[src/rtl/nsc_pkg.sv]
package nsc_pkg;

    // Field layout of the namespace word (positions are decoded by the decoder)
    localparam int NSC_PAGE_W   = 5;
    localparam int NSC_IDX_W    = 7;
    localparam int NSC_MODE_BIT = 0;
    localparam int NSC_PAGE_LSB = 1;
    localparam int NSC_BE_BIT   = NSC_PAGE_LSB + NSC_PAGE_W;
    localparam int NSC_IDX_LSB  = 1;
    localparam int NSC_IDX_MSB  = NSC_IDX_LSB + NSC_IDX_W - 1;
    localparam int NSC_VIEW_W   = NSC_IDX_MSB + 1;
    localparam int NSC_PAGES    = 1 << NSC_PAGE_W;
    localparam int NSC_FOREIGNS = 1 << NSC_IDX_W;

    typedef enum logic {
        NS_MODE_RV      = 1'b0,
        NS_MODE_FOREIGN = 1'b1
    } ns_mode_e;

    typedef enum logic [2:0] {
        VERDICT_OK,
        VERDICT_RESERVED,
        VERDICT_RV_PAD,
        VERDICT_PAGE,
        VERDICT_ENDIAN,
        VERDICT_FRN_PAD,
        VERDICT_INDEX
    } verdict_e;

    typedef struct packed {
        ns_mode_e               mode;
        logic [NSC_PAGE_W-1:0]  page;
        logic                   big_endian;
        logic [NSC_IDX_W-1:0]   idx;
        logic                   custom;
    } ns_view_t;

endpackage

[src/rtl/nsc_legal_check.sv]
module nsc_legal_check
    import nsc_pkg::*;
#(
    parameter int XLEN    = 32,
    parameter int RSV_LSB = 15
) (
    input  logic [XLEN-1:0]         word,
    input  logic [NSC_PAGES-1:0]    cap_page,
    input  logic                    cap_be,
    input  logic [NSC_FOREIGNS-1:0] cap_foreign,
    output logic                    ok
);

    localparam int RV_PAD_LSB  = NSC_BE_BIT + 1;
    localparam int FRN_PAD_LSB = NSC_IDX_MSB + 1;

    verdict_e              verdict;
    logic                  rsv_set;
    logic                  rv_pad_set;
    logic                  frn_pad_set;
    logic [NSC_PAGE_W-1:0] page_f;
    logic [NSC_IDX_W-1:0]  idx_f;

    assign rsv_set     = |word[XLEN-1:RSV_LSB];
    assign rv_pad_set  = |word[RSV_LSB-1:RV_PAD_LSB];
    assign frn_pad_set = |word[RSV_LSB-1:FRN_PAD_LSB];
    assign page_f      = word[NSC_BE_BIT-1:NSC_PAGE_LSB];
    assign idx_f       = word[NSC_IDX_MSB:NSC_IDX_LSB];

    always_comb begin
        verdict = VERDICT_OK;
        if (rsv_set) begin
            verdict = VERDICT_RESERVED;
        end else if (word[NSC_MODE_BIT] == NS_MODE_RV) begin
            if (rv_pad_set)                       verdict = VERDICT_RV_PAD;
            else if (!cap_page[page_f])           verdict = VERDICT_PAGE;
            else if (word[NSC_BE_BIT] && !cap_be) verdict = VERDICT_ENDIAN;
        end else begin
            if (frn_pad_set)                      verdict = VERDICT_FRN_PAD;
            else if (!cap_foreign[idx_f])         verdict = VERDICT_INDEX;
        end
    end

    assign ok = (verdict == VERDICT_OK);

endmodule

[src/rtl/nsc_field_view.sv]
module nsc_field_view
    import nsc_pkg::*;
(
    input  logic [NSC_VIEW_W-1:0] held,
    output ns_view_t              view
);

    always_comb begin
        view = '0;
        if (held[NSC_MODE_BIT] == NS_MODE_RV) begin
            view.mode       = NS_MODE_RV;
            view.page       = held[NSC_BE_BIT-1:NSC_PAGE_LSB];
            view.big_endian = held[NSC_BE_BIT];
            view.custom     = held[NSC_BE_BIT-1];
        end else begin
            view.mode       = NS_MODE_FOREIGN;
            view.idx        = held[NSC_IDX_MSB:NSC_IDX_LSB];
            view.custom     = held[NSC_IDX_MSB];
        end
    end

endmodule

[src/rtl/nsc_csr.sv]
module nsc_csr
    import nsc_pkg::*;
#(
    parameter int XLEN    = 32,
    parameter int RSV_LSB = 15
) (
    input  logic                    clk,
    input  logic                    rst_n,
    input  logic                    csr_sel,
    input  logic                    csr_wr,
    input  logic [XLEN-1:0]         csr_wdata,
    output logic [XLEN-1:0]         csr_rdata,
    output logic                    trap_illegal,
    input  logic [NSC_PAGES-1:0]    cap_page,
    input  logic                    cap_be,
    input  logic [NSC_FOREIGNS-1:0] cap_foreign,
    output logic                    ns_foreign,
    output logic [NSC_PAGE_W-1:0]   ns_page,
    output logic                    ns_big_endian,
    output logic [NSC_IDX_W-1:0]    ns_foreign_idx,
    output logic                    ns_custom
);

    localparam int HOLD_W = RSV_LSB;
    localparam int ZERO_W = XLEN - RSV_LSB;

    typedef struct packed {
        logic [HOLD_W-1:0] ns;
    } state_t;

    state_t   st_d, st_q;
    logic     wr_fire;
    logic     word_ok;
    ns_view_t view;

    nsc_legal_check #(
        .XLEN    (XLEN),
        .RSV_LSB (RSV_LSB)
    ) u_legal (
        .word        (csr_wdata),
        .cap_page    (cap_page),
        .cap_be      (cap_be),
        .cap_foreign (cap_foreign),
        .ok          (word_ok)
    );

    always_comb begin
        st_d         = st_q;
        wr_fire      = csr_sel && csr_wr;
        trap_illegal = wr_fire && !word_ok;
        if (wr_fire && word_ok) begin
            st_d.ns = csr_wdata[HOLD_W-1:0];
        end
    end

    always_ff @(posedge clk or negedge rst_n) begin
        if (!rst_n) st_q <= '0;
        else        st_q <= st_d;
    end

    nsc_field_view u_view (
        .held (st_q.ns[NSC_VIEW_W-1:0]),
        .view (view)
    );

    assign csr_rdata      = {{ZERO_W{1'b0}}, st_q.ns};
    assign ns_foreign     = (view.mode == NS_MODE_FOREIGN);
    assign ns_page        = view.page;
    assign ns_big_endian  = view.big_endian;
    assign ns_foreign_idx = view.idx;
    assign ns_custom      = view.custom;

endmodule

[config.mk]
export PLATFORM = sky130hd
export DESIGN_NAME = nsc_csr
export DESIGN_NICKNAME = d
export VERILOG_FILES = /design/src/rtl/nsc_pkg.sv /design/src/rtl/nsc_legal_check.sv /design/src/rtl/nsc_field_view.sv /design/src/rtl/nsc_csr.sv
export SDC_FILE = /design/constraint.sdc
export NUM_CORES = 1
export LEC_CHECK = 0
export BUFFER_PORTS_ARGS = -buffer_cell sky130_fd_sc_hd__clkbuf_2
export CORE_AREA = 2 2 96 98
export CTS_CLUSTER_DIAMETER = 60
export DETAILED_ROUTE_END_ITERATION = 16
export DIE_AREA = 0 0 98 100
export GPL_TIMING_DRIVEN = 0
export PLACE_DENSITY = 0.73
export SLEW_MARGIN = 40
export SYNTH_ARGS = -nofsm -noshare
export SYNTH_HDL_FRONTEND = slang
export SYNTH_SLANG_ARGS = --single-unit
[constraint.sdc]
create_clock -name clk -period 7.65 [get_ports clk]
set_input_delay 1.53 -clock clk [delete_from_list [all_inputs] [get_ports clk]]
set_output_delay 1.53 -clock clk [all_outputs]
set_load 0.005 [all_outputs]
# ---- After elaboration in Yosys (flattened, before gate mapping)
# Cells that the tools add are included.
dict set report totals {
  regBits 15
  in_bits 197
  out_inout_bits 48
}
dict set report classes {
  magnitude_cmp 2
  muxes 15
  n_reduce_logical 10
}
# op count
set op_table {}
lappend op_table {{$mux 3} 7}
lappend op_table {{$reduce_or 17->1} 1}
lappend op_table {{$lt 7x8->1 const B} 1}
lappend op_table {{$reduce_or 8->1} 1}
lappend op_table {{$bmux 1 s7} 1}
lappend op_table {{$mux 7} 1}
lappend op_table {{$reduce_or 7->1} 1}
lappend op_table {{$lt 5x6->1 const B} 1}
lappend op_table {{$mux 6} 1}
lappend op_table {{$bmux 1 s5} 1}
lappend op_table {{$logic_and 1x1->1} 4}
lappend op_table {{$mux 1} 4}
lappend op_table {{$logic_not 3->1} 1}
lappend op_table {{$logic_not 1->1} 2}

# ---- Logic depth before layout (Yosys ltp)
dict set report depth {
  ltp_word 10
  ltp_mapped 12
}

# ---- Modules after synthesis
# From an unflattened synthesis, not the netlist that was laid out.
dict set report hier_totals {
  cells_unflattened 206
  area_unflattened_um2 2417.3
}
# mod instances cells_each area_each_um2 seq_area_each_um2
set by_module_without_submodules {}
lappend by_module_without_submodules {nsc_legal_check 1 138 1556.5 0.0}
lappend by_module_without_submodules {nsc_csr 1 52 749.5 375.4}
lappend by_module_without_submodules {nsc_field_view 1 16 111.4 0.0}

# ---- Least setup slack after synthesis
# OpenSTA, ideal clock, no wires.
dict set report synth_timing {
  kind {input -> output}
  start {input port csr_wdata[1]}
  end {output port trap_illegal}
  arrival_ns 3.181
  required_ns 6.120
  path_slack_ns 2.939
  path_stages 8
  n_path_buf 1
  cell_sequence {buf_6 > mux4_2 > nor2b_1 > a211oi_2 > a211oi_2 > o41ai_2 > nor2_1 > a21oi_1}
}
dict set report synth_via {
  elab_chain_cells 9
}
# item line
set synth_lines {}
lappend synth_lines {{from (decl)} nsc_csr.sv:11} ;# input logic [XLEN-1:0] csr_wdata,
lappend synth_lines {{$bmux 1 s7 / $bmux 1 s5 (equally long branches)} {nsc_legal_check.sv:40, nsc_legal_check.sv:36}}
lappend synth_lines {{$mux 1, on equally long branches} {nsc_legal_check.sv:40, nsc_legal_check.sv:36}}
lappend synth_lines {{$mux 3, on equally long branches} {nsc_legal_check.sv:40, nsc_legal_check.sv:36}}
lappend synth_lines {{$mux 3, on equally long branches} {nsc_legal_check.sv:39, nsc_legal_check.sv:35}}
lappend synth_lines {{$mux 3 (*)} nsc_legal_check.sv:34} ;# end else if (word[NSC_MODE_BIT] == NS_MODE_RV) begin
lappend synth_lines {{$mux 3 (*)} nsc_legal_check.sv:32} ;# if (rsv_set) begin
lappend synth_lines {{$logic_not 3->1 (*)} nsc_legal_check.sv:44} ;# assign ok = (verdict == VERDICT_OK);
lappend synth_lines {{$logic_not 1->1 (*)} nsc_csr.sv:50} ;# trap_illegal = wr_fire && !word_ok;
lappend synth_lines {{$logic_and 1x1->1 (*)} nsc_csr.sv:50}
lappend synth_lines {{to (decl)} nsc_csr.sv:13} ;# output logic trap_illegal,
# Every way passes the cells marked *; elsewhere a longest branch is shown, timed or not. The select of a mux whose other input is x is not followed.

# ---- Worst setup path after layout
dict set report layout_timing {
  start {input port csr_wdata[5]}
  end {output port trap_illegal}
}
# Same word-level chain as after synthesis.

==> qor.yml <==
power_density_over_cell_area_nw_per_um2: 78.14
critical_path.max_stage_delay_ps: 570
cts_tree: "done"
fp.dieH_um: 100
yosysUniqueCellTypes: 35
slew_viol_final: 0
synthesis.instances: 224
ys_seq_area_share_pct: 15.99
ant_diodes: 0
clockPowerShare_pct: 21.8
critPathSlowestCell: "sky130_fd_sc_hd__o41ai_1"
grt_pass1_wl_mm: 13.92
total_power_w: 0.0002905
drc: 0
power.static_leakage_nw: 2.110
cts_htree_levels: 1
drt-wirelength-per-cell_um: 15.42
max-vdd-ir-drop_uv: 34.15
synth-edff-count: 0
finalHoldViolCount: 0
place_hpwl_mm: 7.894
fmax_ghz: 0.1918
p_sw_w: 0.00008793
placed_cell_area_um2: 3672
io_pins: 245
start_util_pct: 26.40
finish_stage_setup_viols: 0
global_route.overflow_total: 0
grt_max_degree: 16
final_core_util_pct: 41.82
max-slew-margin-rel_pct: 54.10
path_class: "input port to output pin"
detailroute.via_count: 2760
clock_sink_count: 15
cts_hold_buf: 0
cts-root-to-sink-buffers: 2
postSynthRegisterBits: 15
yosysWarningCount: 0
hp-class: "flip-flop to flip-flop"
synth.avg_cell_area_um2: 10.48
synthesis.area_um2: 2347
count_of_max_cap_constraint_violations: 0
synth_flop_cell: "sky130_fd_sc_hd__dfrtp_1"
fin_tns_setup_ps: 0
grt_antenna_before_repair: 0
route.antenna.remaining_nets: 0
finish.instance_area_um2: 3717
largest_reg_flops: 15
drt_iter0_markers: 75
critPathLaunchType: "input port"
place.gp.congestion: 0.8176
worst_skew_pair.late_latency_ps: 240
net_switching_fraction_of_the_power_pct: 30.27
min_period_over_period_pct: 68.17
fp-row-count: 35
core_area_um2: 8890
vias_per_cell: 4.759
synth_top_area_share_pct: 20.47
path_max_fanout: 10
register_with_the_highest_flop_count: "st_q"
final_net_count: 667
cts_post_setup_buffers_inserted: 0
drt-pass1-iter-count: 4
port_buffers: 225
synthArstFlopShare_pct: 100.0
top_regs: "st_q: 15 flops"
worst_pin_slew_ps: 688.5
cts_root_buf: "sky130_fd_sc_hd__clkbuf_8"
p_int_w: 0.0002025
areaGrowthSynthToFinish_pct: 58.37
pwr-share-seq_pct: 27.3
cts_buffers: 3
die-area_um2: 9800
grt_util_all_layers_pct: 17.43
postRouteWirelength_mm: 8.946
clkTransAtPathRegs_ps: 60
synthDominantAreaCellType: "sky130_fd_sc_hd__mux2i_1"
cts_repair_resize_count: 0
final_layout_size_suffix_gt1_share_pct: 63.11
clock_skew_after_layout_ps: 0
number_of_global_route_vias_before_repair: 2820
period_needed_ps: 5215
worst_hold_slack_ps: 501.4
die_width_um: 98
cp_data_required_time_ps: 6120
power.combinational.fraction_pct: 50.8
status: "completed"
worst_setup_path_end_kind: "output pin"
unrepaired_setup_endpoints_after_global_routing: "false"
critical_path_cell_list: "buf_2, clkbuf_1, nor2b_1, nand3_1, nand4_1, o41ai_1, nor2_1, a21oi_1, clkbuf_2"
crit_arrival_ps: 3690
netlist_top_cells_area: "sky130_fd_sc_hd__mux2i_1 20%, sky130_fd_sc_hd__mux4_2 17%, sky130_fd_sc_hd__dfrtp_1 16%"
critical path: cells and delay by family:
family / cells / cell delay (ps)
compound gates: 2 / 710
simple gates: 4 / 530
buf+inv: 3 / 900
cells by family after synthesis:
kind of cell | Yosys count | synth area share [%]
AO/OA/AOI/OAI | 34 | 11.73
buffers and inverters | 40 | 13.22
flip-flops | 15 | 15.99
multiplexers | 76 | 43.66
other | 1 | 0.1598
AND/OR/NAND/NOR | 58 | 15.25
layer usage:
layer | share of wire (%) | wire length, µm | GRT usage (%) | up-vias
met5 | 0 | 0 | 0 | -
met1 | 40 | 3564 | 21.55 | 1287
met4 | 0.35 | 31 | 2.350 | 0
li1 | - | - | - | 1335
met3 | 6.4 | 574 | 2.368 | 4
met2 | 53 | 4776 | 33.03 | 134
path summary, 6_finish.rpt:
check                      depth (start not counted)         start            to  slack (ps)
min in group asynchronous                          1         rst_n      st_q[14]        1200
max in group asynchronous                          1         rst_n       st_q[1]        6170
setup / recovery                                   9  csr_wdata[5]  trap_illegal        2430
hold / removal                                     1      st_q[13]      st_q[13]         500
hold reg to reg                                    1      st_q[13]      st_q[13]         500
setup reg to reg                                   2       st_q[0]       st_q[0]        6500
placed cells by master, fill, tap and decap left out, drive strengths merged, types with 2 or more instances in the layout:
cell,Yosys,final
mux2i,48,48
mux2,9,9
a211oi,4,4
nand2,5,5
inv,3,3
clkbuf,2,231
a22oi,23,23
mux4,19,19
nand3,7,7
conb,1,17
dfrtp,15,15
o2111ai,2,2
buf,35,35
nor2,3,3
nand4,6,6
nor2b,18,18
nor4,6,6
and2,8,8
o41ai,2,2
power groups by stage:
stage          combinational, W   clock, W  sequential, W
4_1_cts                0.000149  0.0000657      0.0000793
3_5_place_dp           0.000148          0      0.0000808
2_1_floorplan         0.0000800          0      0.0000808
3_3_place_gp           0.000146          0      0.0000808
5_1_grt                0.000162  0.0000686      0.0000793
6_report               0.000148  0.0000635      0.0000794
per-stage QoR:
step,worst slack (ps),std cells
2_1_floorplan,2939,240
3_3_place_gp,2437,576
3_5_place_dp,2415,576
4_1_cts,2406,580
5_1_grt,2231,580
6_report,2435,580
cell usage after synthesis (5+ instances only):
library cell              number
sky130_fd_sc_hd__and2_1        8
sky130_fd_sc_hd__nand3_1       7
sky130_fd_sc_hd__buf_2         5
sky130_fd_sc_hd__buf_4        22
sky130_fd_sc_hd__nor2b_1      18
sky130_fd_sc_hd__nand4_1       6
sky130_fd_sc_hd__a22oi_1      23
sky130_fd_sc_hd__buf_6         5
sky130_fd_sc_hd__nand2_1       5
sky130_fd_sc_hd__mux2i_1      48
sky130_fd_sc_hd__nor4_1        6
sky130_fd_sc_hd__mux2_2        6
sky130_fd_sc_hd__dfrtp_1      15
sky130_fd_sc_hd__mux4_2       18
area by class of cell:
cell class / count / area (µm²)
Inverter: 3 / 11.26
Multi-Input combinational cell: 185 / 1722
Buffer: 37 / 299.0
Timing Repair Buffer: 225 / 1126
Fill cell: 891 / 5172
Clock buffer: 4 / 45.04
Sequential cell: 15 / 375.4
Tap cell: 111 / 138.9
(Power assumes the default switching activity.)
